**config.mk**
```make
export PLATFORM = sky130hd
export DESIGN_NAME = spec_rob
export DESIGN_NICKNAME = d
export VERILOG_FILES = /design/src/rtl/rob_pkg.sv /design/src/rtl/rob_ptrs.sv /design/src/rtl/rob_slots.sv /design/src/rtl/rob_retire.sv /design/src/rtl/spec_rob.sv
export SDC_FILE = /design/constraint.sdc
export NUM_CORES = 1
export LEC_CHECK = 0
export BUFFER_PORTS_ARGS = -buffer_cell sky130_fd_sc_hd__buf_2
export CAP_MARGIN = 20
export CORE_ASPECT_RATIO = 0.75
export CORE_MARGIN = 8
export CORE_UTILIZATION = 30
export CTS_CLUSTER_DIAMETER = 150
export DETAILED_ROUTE_END_ITERATION = 10
export GPL_ROUTABILITY_DRIVEN = 0
export HOLD_SLACK_MARGIN = 0.1
export PLACE_DENSITY_LB_ADDON = 0.3
export SYNTH_ARGS = -nofsm -noshare
export SYNTH_HDL_FRONTEND = slang
export SYNTH_SLANG_ARGS = --single-unit
export TNS_END_PERCENT = 50
```
**constraint.sdc**
```tcl
create_clock -name clk -period 5.1 [get_ports clk]
set_input_delay 0.255 -clock clk [delete_from_list [all_inputs] [get_ports clk]]
set_output_delay 0.255 -clock clk [all_outputs]
set_load 0.02 [all_outputs]
```
**src/rtl/rob_pkg.sv**
```systemverilog
package rob_pkg;

    localparam int DATA_W = 32;
    localparam int ARF_W  = 5;

    typedef enum logic [1:0] {
        OP_REG    = 2'd0,
        OP_STORE  = 2'd1,
        OP_BRANCH = 2'd2
    } op_kind_e;

    typedef struct packed {
        logic              busy;
        logic              done;
        logic              mispred;
        op_kind_e          kind;
        logic [DATA_W-1:0] dest;
        logic [DATA_W-1:0] value;
    } rob_entry_t;

    function automatic op_kind_e decode_kind(input logic [1:0] raw);
        case (raw)
            2'd1:    return OP_STORE;
            2'd2:    return OP_BRANCH;
            default: return OP_REG;
        endcase
    endfunction

endpackage

```
**src/rtl/rob_ptrs.sv**
```systemverilog
module rob_ptrs #(
    parameter int DEPTH = 8,
    localparam int IDX_W = $clog2(DEPTH),
    localparam int CNT_W = $clog2(DEPTH + 1)
) (
    input  logic             clk,
    input  logic             rst,
    input  logic             flush,
    input  logic             push,
    input  logic             pop,
    output logic [IDX_W-1:0] head,
    output logic [IDX_W-1:0] tail,
    output logic [CNT_W-1:0] occ,
    output logic             full
);
    function automatic logic [IDX_W-1:0] step(input logic [IDX_W-1:0] p);
        return (p == IDX_W'(DEPTH - 1)) ? '0 : p + 1'b1;
    endfunction

    assign full = (occ == CNT_W'(DEPTH));

    always_ff @(posedge clk) begin
        if (rst || flush) begin
            head <= '0;
            tail <= '0;
            occ  <= '0;
        end else begin
            if (push) tail <= step(tail);
            if (pop)  head <= step(head);
            case ({push, pop})
                2'b10:   occ <= occ + 1'b1;
                2'b01:   occ <= occ - 1'b1;
                default: occ <= occ;
            endcase
        end
    end
endmodule

```
**src/rtl/rob_slots.sv**
```systemverilog
module rob_slots
    import rob_pkg::*;
#(
    parameter int DEPTH = 8,
    parameter int NRD   = 2,
    localparam int IDX_W = $clog2(DEPTH)
) (
    input  logic              clk,
    input  logic              rst,
    input  logic              flush,
    input  logic              alloc,
    input  logic [IDX_W-1:0]  alloc_idx,
    input  op_kind_e          alloc_kind,
    input  logic [DATA_W-1:0] alloc_dest,
    input  logic              wb_valid,
    input  logic [IDX_W-1:0]  wb_idx,
    input  logic [DATA_W-1:0] wb_value,
    input  logic              wb_mispred,
    input  logic              release_en,
    input  logic [IDX_W-1:0]  head_idx,
    output rob_entry_t        head_entry,
    input  logic [IDX_W-1:0]  rd_idx   [NRD],
    output logic              rd_done  [NRD],
    output logic [DATA_W-1:0] rd_value [NRD]
);
    rob_entry_t ent [DEPTH];

    for (genvar i = 0; i < DEPTH; i++) begin : g_slot
        rob_entry_t e_q;
        always_ff @(posedge clk) begin
            if (rst || flush) begin
                e_q.busy    <= 1'b0;
                e_q.done    <= 1'b0;
                e_q.mispred <= 1'b0;
            end else if (alloc && alloc_idx == IDX_W'(i)) begin
                e_q.busy    <= 1'b1;
                e_q.done    <= 1'b0;
                e_q.mispred <= 1'b0;
                e_q.kind    <= alloc_kind;
                e_q.dest    <= alloc_dest;
                e_q.value   <= '0;
            end else begin
                if (wb_valid && wb_idx == IDX_W'(i) && e_q.busy) begin
                    e_q.done    <= 1'b1;
                    e_q.value   <= wb_value;
                    e_q.mispred <= wb_mispred;
                end
                if (release_en && head_idx == IDX_W'(i)) begin
                    e_q.busy <= 1'b0;
                    e_q.done <= 1'b0;
                end
            end
        end
        assign ent[i] = e_q;
    end

    assign head_entry = ent[head_idx];

    for (genvar k = 0; k < NRD; k++) begin : g_rd
        assign rd_done[k]  = ent[rd_idx[k]].busy && ent[rd_idx[k]].done;
        assign rd_value[k] = ent[rd_idx[k]].value;
    end
endmodule

```
**src/rtl/rob_retire.sv**
```systemverilog
module rob_retire
    import rob_pkg::*;
(
    input  logic              nonempty,
    input  rob_entry_t        head,
    output logic              retire,
    output logic              flush,
    output logic              rf_we,
    output logic [ARF_W-1:0]  rf_idx,
    output logic [DATA_W-1:0] rf_data,
    output logic              st_we,
    output logic [DATA_W-1:0] st_addr,
    output logic [DATA_W-1:0] st_data,
    output logic [DATA_W-1:0] redirect_pc
);
    always_comb begin
        retire      = nonempty && head.busy && head.done;
        flush       = retire && head.kind == OP_BRANCH && head.mispred;
        rf_we       = retire && head.kind == OP_REG;
        st_we       = retire && head.kind == OP_STORE;
        rf_idx      = head.dest[ARF_W-1:0];
        rf_data     = head.value;
        st_addr     = head.dest;
        st_data     = head.value;
        redirect_pc = head.value;
    end
endmodule

```
**src/rtl/spec_rob.sv**
```systemverilog
module spec_rob
    import rob_pkg::*;
#(
    parameter int DEPTH = 8,
    localparam int IDX_W = $clog2(DEPTH),
    localparam int CNT_W = $clog2(DEPTH + 1)
) (
    input  logic              clk,
    input  logic              rst,
    input  logic              iss_valid,
    input  logic [1:0]        iss_kind,
    input  logic [DATA_W-1:0] iss_dest,
    output logic              iss_ready,
    output logic [IDX_W-1:0]  iss_tag,
    input  logic              res_valid,
    input  logic [IDX_W-1:0]  res_tag,
    input  logic [DATA_W-1:0] res_value,
    input  logic              res_mispred,
    input  logic [IDX_W-1:0]  rd0_tag,
    output logic              rd0_ready,
    output logic [DATA_W-1:0] rd0_value,
    input  logic [IDX_W-1:0]  rd1_tag,
    output logic              rd1_ready,
    output logic [DATA_W-1:0] rd1_value,
    output logic              cmt_rf_we,
    output logic [ARF_W-1:0]  cmt_rf_idx,
    output logic [DATA_W-1:0] cmt_rf_data,
    output logic              cmt_st_we,
    output logic [DATA_W-1:0] cmt_st_addr,
    output logic [DATA_W-1:0] cmt_st_data,
    output logic              redirect,
    output logic [DATA_W-1:0] redirect_pc
);
    logic [IDX_W-1:0]  head, tail;
    logic [CNT_W-1:0]  occ;
    logic              full, push, retire, flush;
    rob_entry_t        head_entry;
    logic [IDX_W-1:0]  rd_idx   [2];
    logic              rd_done  [2];
    logic [DATA_W-1:0] rd_value [2];

    assign iss_ready = !full && !flush;
    assign push      = iss_valid && iss_ready;
    assign iss_tag   = tail;
    assign redirect  = flush;

    assign rd_idx[0] = rd0_tag;
    assign rd_idx[1] = rd1_tag;
    assign rd0_ready = rd_done[0];
    assign rd0_value = rd_value[0];
    assign rd1_ready = rd_done[1];
    assign rd1_value = rd_value[1];

    rob_ptrs #(.DEPTH(DEPTH)) u_ptrs (
        .clk   (clk),
        .rst   (rst),
        .flush (flush),
        .push  (push),
        .pop   (retire),
        .head  (head),
        .tail  (tail),
        .occ   (occ),
        .full  (full)
    );

    rob_slots #(.DEPTH(DEPTH), .NRD(2)) u_slots (
        .clk        (clk),
        .rst        (rst),
        .flush      (flush),
        .alloc      (push),
        .alloc_idx  (tail),
        .alloc_kind (decode_kind(iss_kind)),
        .alloc_dest (iss_dest),
        .wb_valid   (res_valid),
        .wb_idx     (res_tag),
        .wb_value   (res_value),
        .wb_mispred (res_mispred),
        .release_en (retire),
        .head_idx   (head),
        .head_entry (head_entry),
        .rd_idx     (rd_idx),
        .rd_done    (rd_done),
        .rd_value   (rd_value)
    );

    rob_retire u_retire (
        .nonempty    (occ != '0),
        .head        (head_entry),
        .retire      (retire),
        .flush       (flush),
        .rf_we       (cmt_rf_we),
        .rf_idx      (cmt_rf_idx),
        .rf_data     (cmt_rf_data),
        .st_we       (cmt_st_we),
        .st_addr     (cmt_st_addr),
        .st_data     (cmt_st_data),
        .redirect_pc (redirect_pc)
    );
endmodule

```
Yosys cells after proc, flatten, opt, wreduce, memory -nomap -nowiden
Cells that the tools add are included.
{"block": "op_classes", "bitwise": 4, "magnitude_cmp": 3, "n_reduce_logical": 99, "mux": 45, "addsub": 4, "eq_ne": 28}
{"op": "69-bit binary-select mux with 3-bit select", "count": 3}
{"op": "69-bit 2-to-1 mux", "count": 6}
{"op": "32-bit 2-to-1 mux", "count": 8}
{"op": "1-bit logical AND", "count": 42}
{"op": "3-bit equality test (second input constant)", "count": 12}
{"op": "2-bit nonzero test", "count": 17}
{"op": "2-bit 2-to-1 mux", "count": 16}
{"op": "2-bit AND reduction", "count": 16}
{"op": "3-bit 2-to-1 mux", "count": 10}
{"op": "3-bit OR reduction", "count": 8}
{"op": "3-bit by 2-bit equality test with 1-bit output (second input constant)", "count": 6}
{"op": "2-bit OR reduction", "count": 8}
{"op": "4-bit >= comparator (second input constant)", "count": 3}
{"op": "3-bit NOT with 4-bit output", "count": 3}
{"op": "3-bit by 1-bit equality test with 1-bit output (second input constant)", "count": 3}
{"op": "3-bit logical NOT", "count": 3}
{"op": "4-bit one-hot mux with 2 select lines", "count": 1}
{"op": "3-bit by 1-bit adder with 3-bit output (second input constant)", "count": 2}
{"op": "2-bit by 1-bit equality test with 1-bit output (second input constant)", "count": 3}
{"op": "2-bit equality test (second input constant)", "count": 3}
{"op": "4-bit by 1-bit adder with 4-bit output (second input constant)", "count": 1}
{"op": "4-bit equality test (second input constant)", "count": 1}
{"op": "2-bit one-hot mux with 2 select lines", "count": 1}
{"op": "4-bit nonzero test", "count": 1}
{"op": "5 further kinds", "count": 6}
{"block": "word_totals", "output_inout_bits": 206, "in_bits": 80, "register_bits": 562, "word_cells": 234}

Longest topological paths before layout
Gate-level depths: netlist (run 1).
{"block": "depth", "depth_word": 14, "ltp_mapped": 13, "depth_no_buf": 11}

Cells and area by module
From an unflattened synthesis (run 1), not the netlist that was laid out.
{"block": "unflattened", "hier_cells": 1679, "hier_area_um2": 28532.4}
{"module": "rob_slots", "area_per_inst_um2": 26923.3, "n_inst": 1, "cells_per_inst": 1477}
{"module": "rob_retire", "area_per_inst_um2": 1043.5, "n_inst": 1, "cells_per_inst": 139}
{"module": "rob_ptrs", "area_per_inst_um2": 534.3, "n_inst": 1, "cells_per_inst": 58}
{"module": "spec_rob", "area_per_inst_um2": 31.3, "n_inst": 1, "cells_per_inst": 5}

Worst setup path before layout (run 1)
No wires, ideal clock.
{"block": "synth_timing", "path_kind": "register -> register", "startpoint": "register u_ptrs.head[0]", "endpoint": "register u_slots.g_slot[7].e_q, in the netlist u_slots.ent[0], enable pin", "arrival_ns": 3.449, "setup_slack_ns": 1.219, "stages_incl_launch_ff": 9, "period_less_slack_ns": 3.881, "setup_time_ns": 0.432, "cell_sequence": "dfxtp_1 > buf_4 > inv_4 > mux4_2 > a22oi_2 > buf_2 > o21ai_4 > buf_2 > a21oi_1"}
{"block": "synth_via", "elab_chain_len": 14, "word_cells_on_any_way": 17}
{"item": "start, declared", "line_no": "rob_ptrs.sv:11", "text": "output logic [IDX_W-1:0] head,"}
{"item": "start signal, assigned", "line_no": "rob_ptrs.sv:29", "text": "if (pop) head <= step(head);"}
{"item": "3-bit NOT with 4-bit output (implied by the code) *", "line_no": "rob_slots.sv:57", "text": "assign head_entry = ent[head_idx];"}
{"item": "69-bit binary-select mux with 3-bit select *", "line_no": "rob_slots.sv:57"}
{"item": "69-bit 2-to-1 mux (implied by the code) * (2 in a row)", "line_no": "rob_slots.sv:57"}
{"item": "1-bit logical AND (2 in a row)", "line_no": "rob_retire.sv:17", "text": "retire = nonempty && head.busy && head.done;"}
{"item": "1-bit logical AND", "line_no": "rob_retire.sv:18", "text": "flush = retire && head.kind == OP_BRANCH && head.mispred;"}
{"item": "1-bit logical AND *", "line_no": "rob_retire.sv:18"}
{"item": "1-bit logical NOT", "line_no": "spec_rob.sv:42", "text": "assign iss_ready = !full && !flush;"}
{"item": "1-bit logical AND", "line_no": "spec_rob.sv:42"}
{"item": "1-bit logical AND", "line_no": "spec_rob.sv:43", "text": "assign push = iss_valid && iss_ready;"}
{"item": "1-bit logical AND", "line_no": "rob_slots.sv:35", "text": "end else if (alloc && alloc_idx == IDX_W'(i)) begin"}
{"item": "2-bit nonzero test (no line)"}
{"item": "2-bit AND reduction (no line) *"}
{"item": "end, declared", "line_no": "rob_slots.sv:29", "text": "rob_entry_t e_q;"}
Mark *: on every way between the ends. The rest lies on a longest branch, timed or not. The select of a mux whose other input is x is not followed.
A chain may end at the register's enable or synchronous reset.

Worst setup path in the final report (run 1)
{"block": "layout_timing", "startpoint": "register u_ptrs.head[0]", "endpoint": "output cmt_st_addr[1]"}
{"block": "layout_via", "elab_chain_len": 4}
{"item": "3-bit NOT with 4-bit output (implied by the code)", "line_no": "rob_slots.sv:57"}
{"item": "69-bit binary-select mux with 3-bit select", "line_no": "rob_slots.sv:57"}
{"item": "69-bit 2-to-1 mux (implied by the code) (2 in a row)", "line_no": "rob_slots.sv:57"}
{"item": "end, declared", "line_no": "spec_rob.sv:29", "text": "output logic [DATA_W-1:0] cmt_st_addr,"}
Every way passes these cells. The select of a mux whose other input is x is not followed.

==> metrics.txt, run 1 <==
area share of the largest cell type after synthesis=56.5%; H-tree levels=2; die height=281 um; routed len/inst=24.4 um; power consumption=10.6 mW; most common cell in the netlist=edfxtp_1; worst-path cell chain=buf_4 > buf_4 > mux4_2 > nand2_1 > nand2_1 > buf_2; list of most frequent post-synthesis cells=528 x edfxtp_1, 266 x mux4_2, 204 x nand2_1; count of max-cap constraint violations=0; Vias/cell=5.04; crit path max fanout=40; post-synthesis sequential area ratio=58.9%; antenna violations before repair=3; Synth Register Bits=562; Setup CP Type=register to primary output; CTS tree=done; Num CTS Buffers=60; clock insertion delay at the later pin of the skew report=640 ps; row count=97; vias in the first global route=17700; Worst EP arrival=3860 ps; drt drc=0; P&R area growth vs syn=19.0%; GRT Residual Overflow=0; clock-pin slew on the worst setup and hold paths=60 ps; Total Routed Length=81.0 mm; CP endpoint kind=primary output; fin util=35.9%; Fmax achieved=243 MHz; Power Density=317 mW/mm^2; max-slew violation count=0; die area=0.104 mm^2; skew final=51.9 ps; Tot GR Track Use=15.2%; Final Hold Viols=0; I/O pins=286; core area=0.0931 mm^2; maximum clock insertion buffer count=3; post-synthesis async set-or-reset flop share=0%; initial drt markers=1420; CP bufs+invs=3; Syn Area/Cell=16.1 um^2; Top Family by Delay on Critical Path=buffers and inverters; Final nets=2124; result of the run=completed; final hold slack=224 ps; Mapped Cells=1746; DP HPWL=48.7 mm; ys flop type=edfxtp_1; Slew Limit Headroom=21.8%; Syn Nets=1842; largest net degree at the start of global routing=65; global-route wire length before repair=118 mm; DP Area=0.0306 mm^2; Worst IR Drop VDD=0.000253 V; Setup Fix Bufs, Post-CTS=0; Antenna Nets Post-Route=0; Tmin final=4110 ps; post-layout instance area=0.0334 mm^2; final setup TNS=0 ps; Synth area leaders=edfxtp_1 56%, mux4_2 21%, nor2b_1 3.7%, nand2_1 2.7%, mux2_2 2.6%; 1st-pass router iterations=5; Critical-path top delay cell=buf_4; Crit path required time=4850 ps; layout cells sized above 1=38.1%; Die X=369 um; Root Driver=clkbuf_16; routed via count=16700; Post-synth EDFFs=528; post-synth top area cell=edfxtp_1; unrepaired setup endpoints after global routing=false; final worst-path cycle share=80.6%; IO Port Bufs=285; CP startpoint kind=register; Netlist cell types=49; clk sinks=562; Finish-stage setup viols=0; synthesized cell area=0.0281 mm^2; max incr delay on CP=770 ps; Starting Density=30.2%; Hold Path Class=input port to register; Syn. warnings=0; Leak=11.3 nW; Tightest Pin Transition=1170 ps
logic make-up (layout without fill, tap and decap cells):
family | count (synthesis) | after routing | share of synthesized area, %
flip-flops | 562 | 562 | 58.9
XOR/XNOR | 3 | 3 | 0.0936
adder cells (fa/ha/maj) | 16 | 16 | 0.740
buffers and inverters | 203 | 536 | 3.90
AO/OA/AOI/OAI | 58 | 58 | 1.59
other | 0 | 1 | 0
multiplexers | 349 | 349 | 24.6
AND/OR/NAND/NOR | 555 | 555 | 10.2
what timing repair did:
| action | CTS | global route |
|---|---|---|
| hold endpoints to repair | 548 | 0 |
| gates resized for setup | 0 | 0 |
| hold buffers | 70 | 0 |
per-stage QoR:
stage / instances / setup WS [ps]
after global routing: 3316 / 604
after CTS: 3315 / 665
after floorplan: 1746 / 1220
after detailed placement: 3132 / 1190
after global placement: 3132 / 1250
final: 3317 / 989
registers in the layout, summed over array words and instances, names as in the netlist:
signal,cells
u_ptrs.head,3
u_ptrs.occ,4
u_ptrs.tail,3
u_slots.ent,552
area by class of cell:
| type | count | area, um^2 |
|---|---|---|
| Antenna cell | 1 | 2.50 |
| Clock buffer | 73 | 1610 |
| Clock inverter | 40 | 420 |
| Fill cell | 8808 | 59700 |
| Inverter | 19 | 75.1 |
| Multi-Input combinational cell | 981 | 10600 |
| Sequential cell | 562 | 16500 |
| Tap cell | 1237 | 1550 |
| Timing Repair Buffer | 404 | 2560 |
worst min-delay path, stage by stage:
cell and delay, ps:
buf_2 140, nand4_1 230, mux2i_1 100, nor2_1 90
report_power, final:
group	internal, mW	switching (mW)
combinational	0.399	0.563
sequential	5.12	0.0319
clock	2.60	1.87
total	8.12	2.46
final timing paths:
kind                         from         endpoint  slack [ps]  cells past startpoint
setup reg to reg   u_ptrs.head[1]    u_ptrs.occ[3]        1140                     11
setup / recovery   u_ptrs.head[0]   cmt_st_addr[1]         990                      6
hold reg to reg   u_slots.ent[68]  u_slots.ent[68]         520                      2
hold / removal         res_tag[1]  u_slots.ent[66]         220                      4
cell usage in the layout (no fill, tap or decap), drive strengths merged, types with 13 or more instances in the layout:
master       count
clkbuf          73
dfxtp           34
a21oi           23
nor2            32
ha              15
nand3           13
and2           106
inv             19
mux2            64
mux4           266
edfxtp         528
buf            334
mux2i           19
dlygate4sd3     70
nor2b          167
nor3            15
clkinv          29
nand2          204
metal layers:
| layer | global-route usage, % | part of all wire (%) |
|---|---|---|
| met3 | 2.44 | 5.7 |
| met5 | 0 | 0.033 |
| met1 | 21.0 | 44 |
| met2 | 24.7 | 47 |
| met4 | 4.38 | 2.6 |
No activity file was read; power rests on OpenSTA's default activity.
==> inputs of run 2 (changes only) <==
clock period = 3.81 ns   (was 5.1 ns; I/O delays follow)
==> run 2 against run 1 <==
Sequential share of layout area shrank 0.57 points. Global-route usage is 0.40 points higher. Die area unchanged. Register-to-register slack got worse by 580 ps. Critical path depth is the same. Wire length rose by 1.8%. Count of clock-buffer cells in the layout up 11. Worst setup slack got worse by 690 ps. Design area grew 1.2%. Clock skew down 29 ps. Hold slack lost 48 ps. Via count rose by 0.45%. Critical endpoint is now cmt_rf_data[13]. Highest routed layer unchanged.
==> metrics.txt, run 2 (same netlist as run 1, synthesis figures left out) <==
GRT Residual Overflow=0 (unchanged); Vias/cell=5.04 (+0.12%); # fillers=8732 (-0.86%); max reg flops=552 (unchanged); Internal Power=11.2 mW (+38%); routed via count=16800 (+0.45%); Clk network pwr share=43.7% (+1.5 points); Fmax achieved=285 MHz; CTS tree=done; CP startpoint kind=register; crit path max fanout=38 (-5.0%); Hold Path Class=input port to register; commonest non-fill, non-tap cell in the layout=edfxtp_1; Crit path required time=3620 ps (-1230 ps); final non-filler cell total=3328 (+0.33%); global-route wire length before repair=120 mm (+1.6%); I/O pins=286 (unchanged); core area=0.0931 mm^2 (unchanged); max-slew violation count=0 (unchanged); Critical Path Start=u_ptrs.head[0]; vias in the first global route=18000 (+1.9%); most frequent cells in the layout=528 x edfxtp_1, 283 x buf_2, 266 x mux4_2, 204 x nand2_1, 167 x nor2b_1; RR Startpoint=u_ptrs.head[1]; Final Hold Viols=0 (unchanged); DP Cell Count=3134 (+0.064%); final hold slack=175 ps (-48.1 ps); final setup TNS=0 ps (unchanged); Top Family by Delay on Critical Path=buffers and inverters; Slew Limit Headroom=34.4% (+13 points); Root Driver=clkbuf_16; Tmin final=3510 ps; initial drt markers=1414 (-0.42%); clock insertion delay at the later pin of the skew report=600 ps (-40 ps); pre-CTS WS=582 ps (-609 ps); FF-to-FF End=u_ptrs.occ[3]; Critical Path Most Common Cell=nand2_1; die height=281 um (unchanged); antenna violations before repair=7 (+4); Worst IR Drop VDD=0.000329 V (+30%); final worst slack=298 ps (-691 ps); Setup CP Type=register to primary output; Comb power frac=8.9% (-0.2 points); Worst EP arrival=3320 ps (-540 ps); clock-pin slew on the worst setup and hold paths=60 ps (about the same); switching power=3.35 mW (+36%); die area=0.104 mm^2 (unchanged); layout cells sized above 1=38.2% (+0.075 points); Total Routed Length=82.5 mm (+1.8%); Tot GR Track Use=15.6% (+0.40 points); H-tree levels=3 (+1); result of the run=completed; Final nets=2131 (+0.33%); critical path depth=6 (unchanged); power consumption=14.6 mW (+38%); Leak=11.4 nW (+1.2%); unrepaired setup endpoints after global routing=false; max incr delay on CP=690 ps (-80 ps); reg2reg setup slack=560 ps (-580 ps); drt drc=0 (unchanged); Tightest Pin Transition=976 ps (-193 ps); DP HPWL=48.2 mm (-1.0%); CP endpoint kind=primary output; row count=97 (unchanged); Critical-path top delay cell=buf_4; maximum clock insertion buffer count=3 (unchanged); Reg2Reg Depth=11 (unchanged); count of max-cap constraint violations=0 (unchanged); P&R area growth vs syn=20.4%; clk sinks=562 (unchanged); Antenna Nets Post-Route=0 (unchanged); Starting Density=30.2% (unchanged); Die X=369 um (unchanged); largest net degree at the start of global routing=67 (+3.1%); IO Port Bufs=285 (unchanged); Setup Fix Bufs, Post-CTS=0 (unchanged); worst-path cell chain=buf_4 > buf_6 > mux4_2 > nand2_1 > nand2_1 > buf_2; routed len/inst=24.8 um (+1.5%); Num CTS Buffers=66 (+10%); Finish-stage setup viols=0 (unchanged); switching share of power=23.0% (-0.27 points); sequential power share=47.3% (-1.4 points); Power Density=432 mW/mm^2 (+36%); Setup crit end=cmt_rf_data[13]; 1st-pass router iterations=5 (unchanged); skew final=23.3 ps (-28.6 ps); CP bufs+invs=3 (unchanged); final worst-path cycle share=92.2%
[run 2: power groups by stage]
stage	registers [mW]	logic (mW)	clock network (mW)
6_report	6.90	1.30	6.37
5_1_grt	6.91	1.40	6.78
4_1_cts	6.90	1.32	6.54
3_5_place_dp	7.03	1.26	0
3_3_place_gp	7.02	1.24	0
2_1_floorplan	7.03	0.807	0
[run 2: how the worst min path moves through the flow]
stage	end	startpoint	cells after the start	slack (ps)
2_1_floorplan	u_ptrs.head[0]	rst	1	260
3_3_place_gp	u_ptrs.head[0]	rst	2	440
3_5_place_dp	u_ptrs.head[0]	rst	2	440
4_1_cts	u_slots.ent[342]	res_tag[1]	4	120
5_1_grt	u_slots.ent[342]	res_tag[1]	4	150
6_report	u_slots.ent[342]	res_tag[1]	4	180
[run 2: tightest hold or removal path: stages]
cell and delay, ps:
buf_2 160, nand4_1 200, mux2i_1 100, nor2_1 90
[run 2: final cells by class]
cell class              instances  area (um^2)  area share, %
inverters                      19         75.1          0.222
diodes                          3         7.51         0.0222
flip-flops and latches        562        16500           49.0
well taps                    1237         1550           4.58
repair buffers                405         2780           8.22
multi-input cells             981        10600           31.5
clock inverters                37          409           1.21
clock buffers                  84         1780           5.28
[run 2: what timing repair did]
action | in CTS | in global routing
gates resized for setup | 1 | 1
setup endpoints to repair | 21 | 2
endpoints found under the hold margin | 542 | 0
hold buffers | 70 | 0
[run 2: stage by stage]
stage / util, % / cell area (um^2)
floorplan: - / 28100
global route: 36.3 / 33800
finish: 36.3 / 33800
CTS: 36.3 / 33800
global placement: 33.2 / 30900
detailed placement: 33.2 / 30900
[run 2: metal layers]
metal	share of wire (%)	wire length (um)	vias to the layer above	track usage, %
met5	0.047	39	-	0
met4	2.5	2090	6	4.68
met3	6.9	5660	139	3.71
met2	49	40000	558	26.0
met1	42	34700	8793	20.2
li1	-	-	7292	-
==> inputs of run 3 (changes only) <==
CORE_UTILIZATION = 45   (was 30)
clock period = 4.3 ns   (was 3.81 ns; I/O delays follow)
==> run 3 against run 2 <==
Sequential power shrank 11%. Non-clock buffer count shrank 5. Count of clock-buffer cells in the layout shrank 19. First-iteration DRC count grew 26%. Design area shrank 3.6%. Register-to-register slack gained 410 ps. Clock skew shrank 7.4 ps. Largest cell class unchanged. Clock power shrank 25%.
==> metrics.txt, run 3 (same netlist as run 1, synthesis figures left out) <==
result of the run=completed; switching share of power=22.7% (-0.29 points); count of max-cap constraint violations=0 (unchanged); Vias/cell=5.83 (+16%); vias in the first global route=17600 (-2.4%); final worst-path cycle share=91.3%; Tightest Pin Transition=1080 ps (+101 ps); Fmax achieved=255 MHz; Starting Density=45.4% (+15 points); WHS Path Cells=4 (unchanged); WHS Endpoint=u_slots.ent[66]; initial drt markers=1779 (+26%); I/O pins=286 (unchanged); Reg2Reg Depth=11 (unchanged); 1st-pass router iterations=5 (unchanged); CTS resizes=0 (-1); clk sinks=562 (unchanged); Crit path required time=4090 ps (+470 ps); Comb power frac=9.3% (+0.4 points); clock insertion delay at the later pin of the skew report=600 ps (about the same); Tmin final=3930 ps; unrepaired setup endpoints after global routing=false; Final nets=2115 (-0.75%); sequential power share=50.9% (+3.6 points); Hold Path Class=input port to register; H-tree levels=2 (-1); FF-to-FF End=u_ptrs.occ[3]; routed via count=16800 (-0.21%); Num CTS Buffers=55 (-17%); P&R area growth vs syn=16.0%; antenna violations before repair=3 (-4); Final Hold Viols=0 (unchanged); Setup CP Type=register to primary output; Finish-stage setup viols=0 (unchanged); layout cells sized above 1=37.4% (-0.73 points); IO Port Bufs=285 (unchanged); CP startpoint kind=register; largest net degree at the start of global routing=69 (+3.0%); Worst Min Path Start=res_tag[1]; Tot GR Track Use=20.6% (+5.1 points); DP HPWL=44.1 mm (-8.5%); most frequent cells in the layout=528 x edfxtp_1, 283 x buf_2, 266 x mux4_2, 204 x nand2_1, 167 x nor2b_1; reg2reg setup slack=970 ps (+410 ps); Antenna Nets Post-Route=0 (unchanged); clock-pin slew on the worst setup and hold paths=60 ps (about the same); commonest non-fill, non-tap cell in the layout=edfxtp_1; Root Driver=clkbuf_16; maximum clock insertion buffer count=3 (unchanged); RR Startpoint=u_ptrs.head[0]; switching power=2.73 mW (-19%); global-route wire length before repair=111 mm (-7.2%); post-layout instance area=0.0326 mm^2 (-3.6%); skew final=15.9 ps (-7.39 ps); routed len/inst=26.1 um (+5.3%); max reg flops=552 (unchanged); final setup TNS=0 ps (unchanged); Die X=304 um (-18%); row count=79 (-19%); crit path max fanout=41 (+7.9%); max-slew violation count=0 (unchanged); drt drc=0 (unchanged); Internal Power=9.28 mW (-17%); Slew Limit Headroom=28.2% (-6.2 points); Power Density=369 mW/mm^2 (-15%); Worst IR Drop VDD=0.000312 V (-5.1%); CTS tree=done; Leak=11.2 nW (-2.4%); die area=0.0707 mm^2 (-32%); core area=0.0619 mm^2 (-34%); GRT Residual Overflow=0 (unchanged); Total Routed Length=75.0 mm (-9.1%); DP Area=0.0301 mm^2 (-2.5%); die height=232 um (-17%); Clk network pwr share=39.7% (-4.0 points); CP endpoint kind=primary output; Worst EP arrival=3710 ps (+390 ps)
[run 3: power groups by stage]
stage	Clock [mW]	Combinational, mW	Sequential [mW]
detailed placement	0	1.07	6.23
CTS	4.86	1.13	6.11
global route	5.06	1.20	6.12
finish	4.77	1.12	6.12
floorplan	0	0.715	6.22
global placement	0	1.06	6.22
[run 3: worst max-delay path, cell delays in order (launching register included)]
cell     delay (ps)
dfxtp_4         570
buf_4           740
buf_4           730
mux4_2          580
nand2_1          80
nand2_1         160
buf_2           200
[run 3: how the worst max path moves through the flow]
stage,endpoint,depth (start not counted),startpoint
3_3_place_gp,redirect_pc[27],6,u_ptrs.head[0]
3_5_place_dp,cmt_rf_data[27],6,u_ptrs.head[0]
5_1_grt,cmt_st_data[28],6,u_ptrs.head[0]
2_1_floorplan,u_slots.ent[0],8,u_ptrs.head[0]
6_report,cmt_rf_data[27],6,u_ptrs.head[0]
4_1_cts,cmt_rf_data[27],6,u_ptrs.head[0]
[run 3: metrics by stage]
stage	power, mW	worst slack [ps]	hold WS [ps]	instances	util [%]
CTS	12.1	213	192	2872	52.6
floorplan	6.94	419	284	1746	-
finish	12.0	372	226	2873	52.6
detailed placement	7.30	874	438	2702	48.6
global placement	7.28	892	444	2702	48.6
global route	12.4	39.2	216	2872	52.6
[run 3: area by class of cell]
type                    count  area, um^2
clock buffers              65        1440
multi-input cells         981       10600
diodes                      1        2.50
repair buffers            400        2530
well taps                 810        1010
fillers                  5074       29300
clock inverters            35         327
flip-flops and latches    562       16500
inverters                  19        75.1
[run 3: repair_timing]
action | CTS | global route
setup buffers | 0 | 0
hold endpoints to repair | 541 | 0
hold buffers | 70 | 0
[run 3: per-layer routing]
| layer | share of wire [%] | global-route usage, % | vias up |
|---|---|---|---|
| met5 | 0 | 0 | - |
| met4 | 2.0 | 4.98 | 0 |
| met3 | 7.3 | 3.12 | 101 |
| met2 | 49 | 34.6 | 707 |
| met1 | 42 | 28.4 | 8710 |
| li1 | - | - | 7234 |
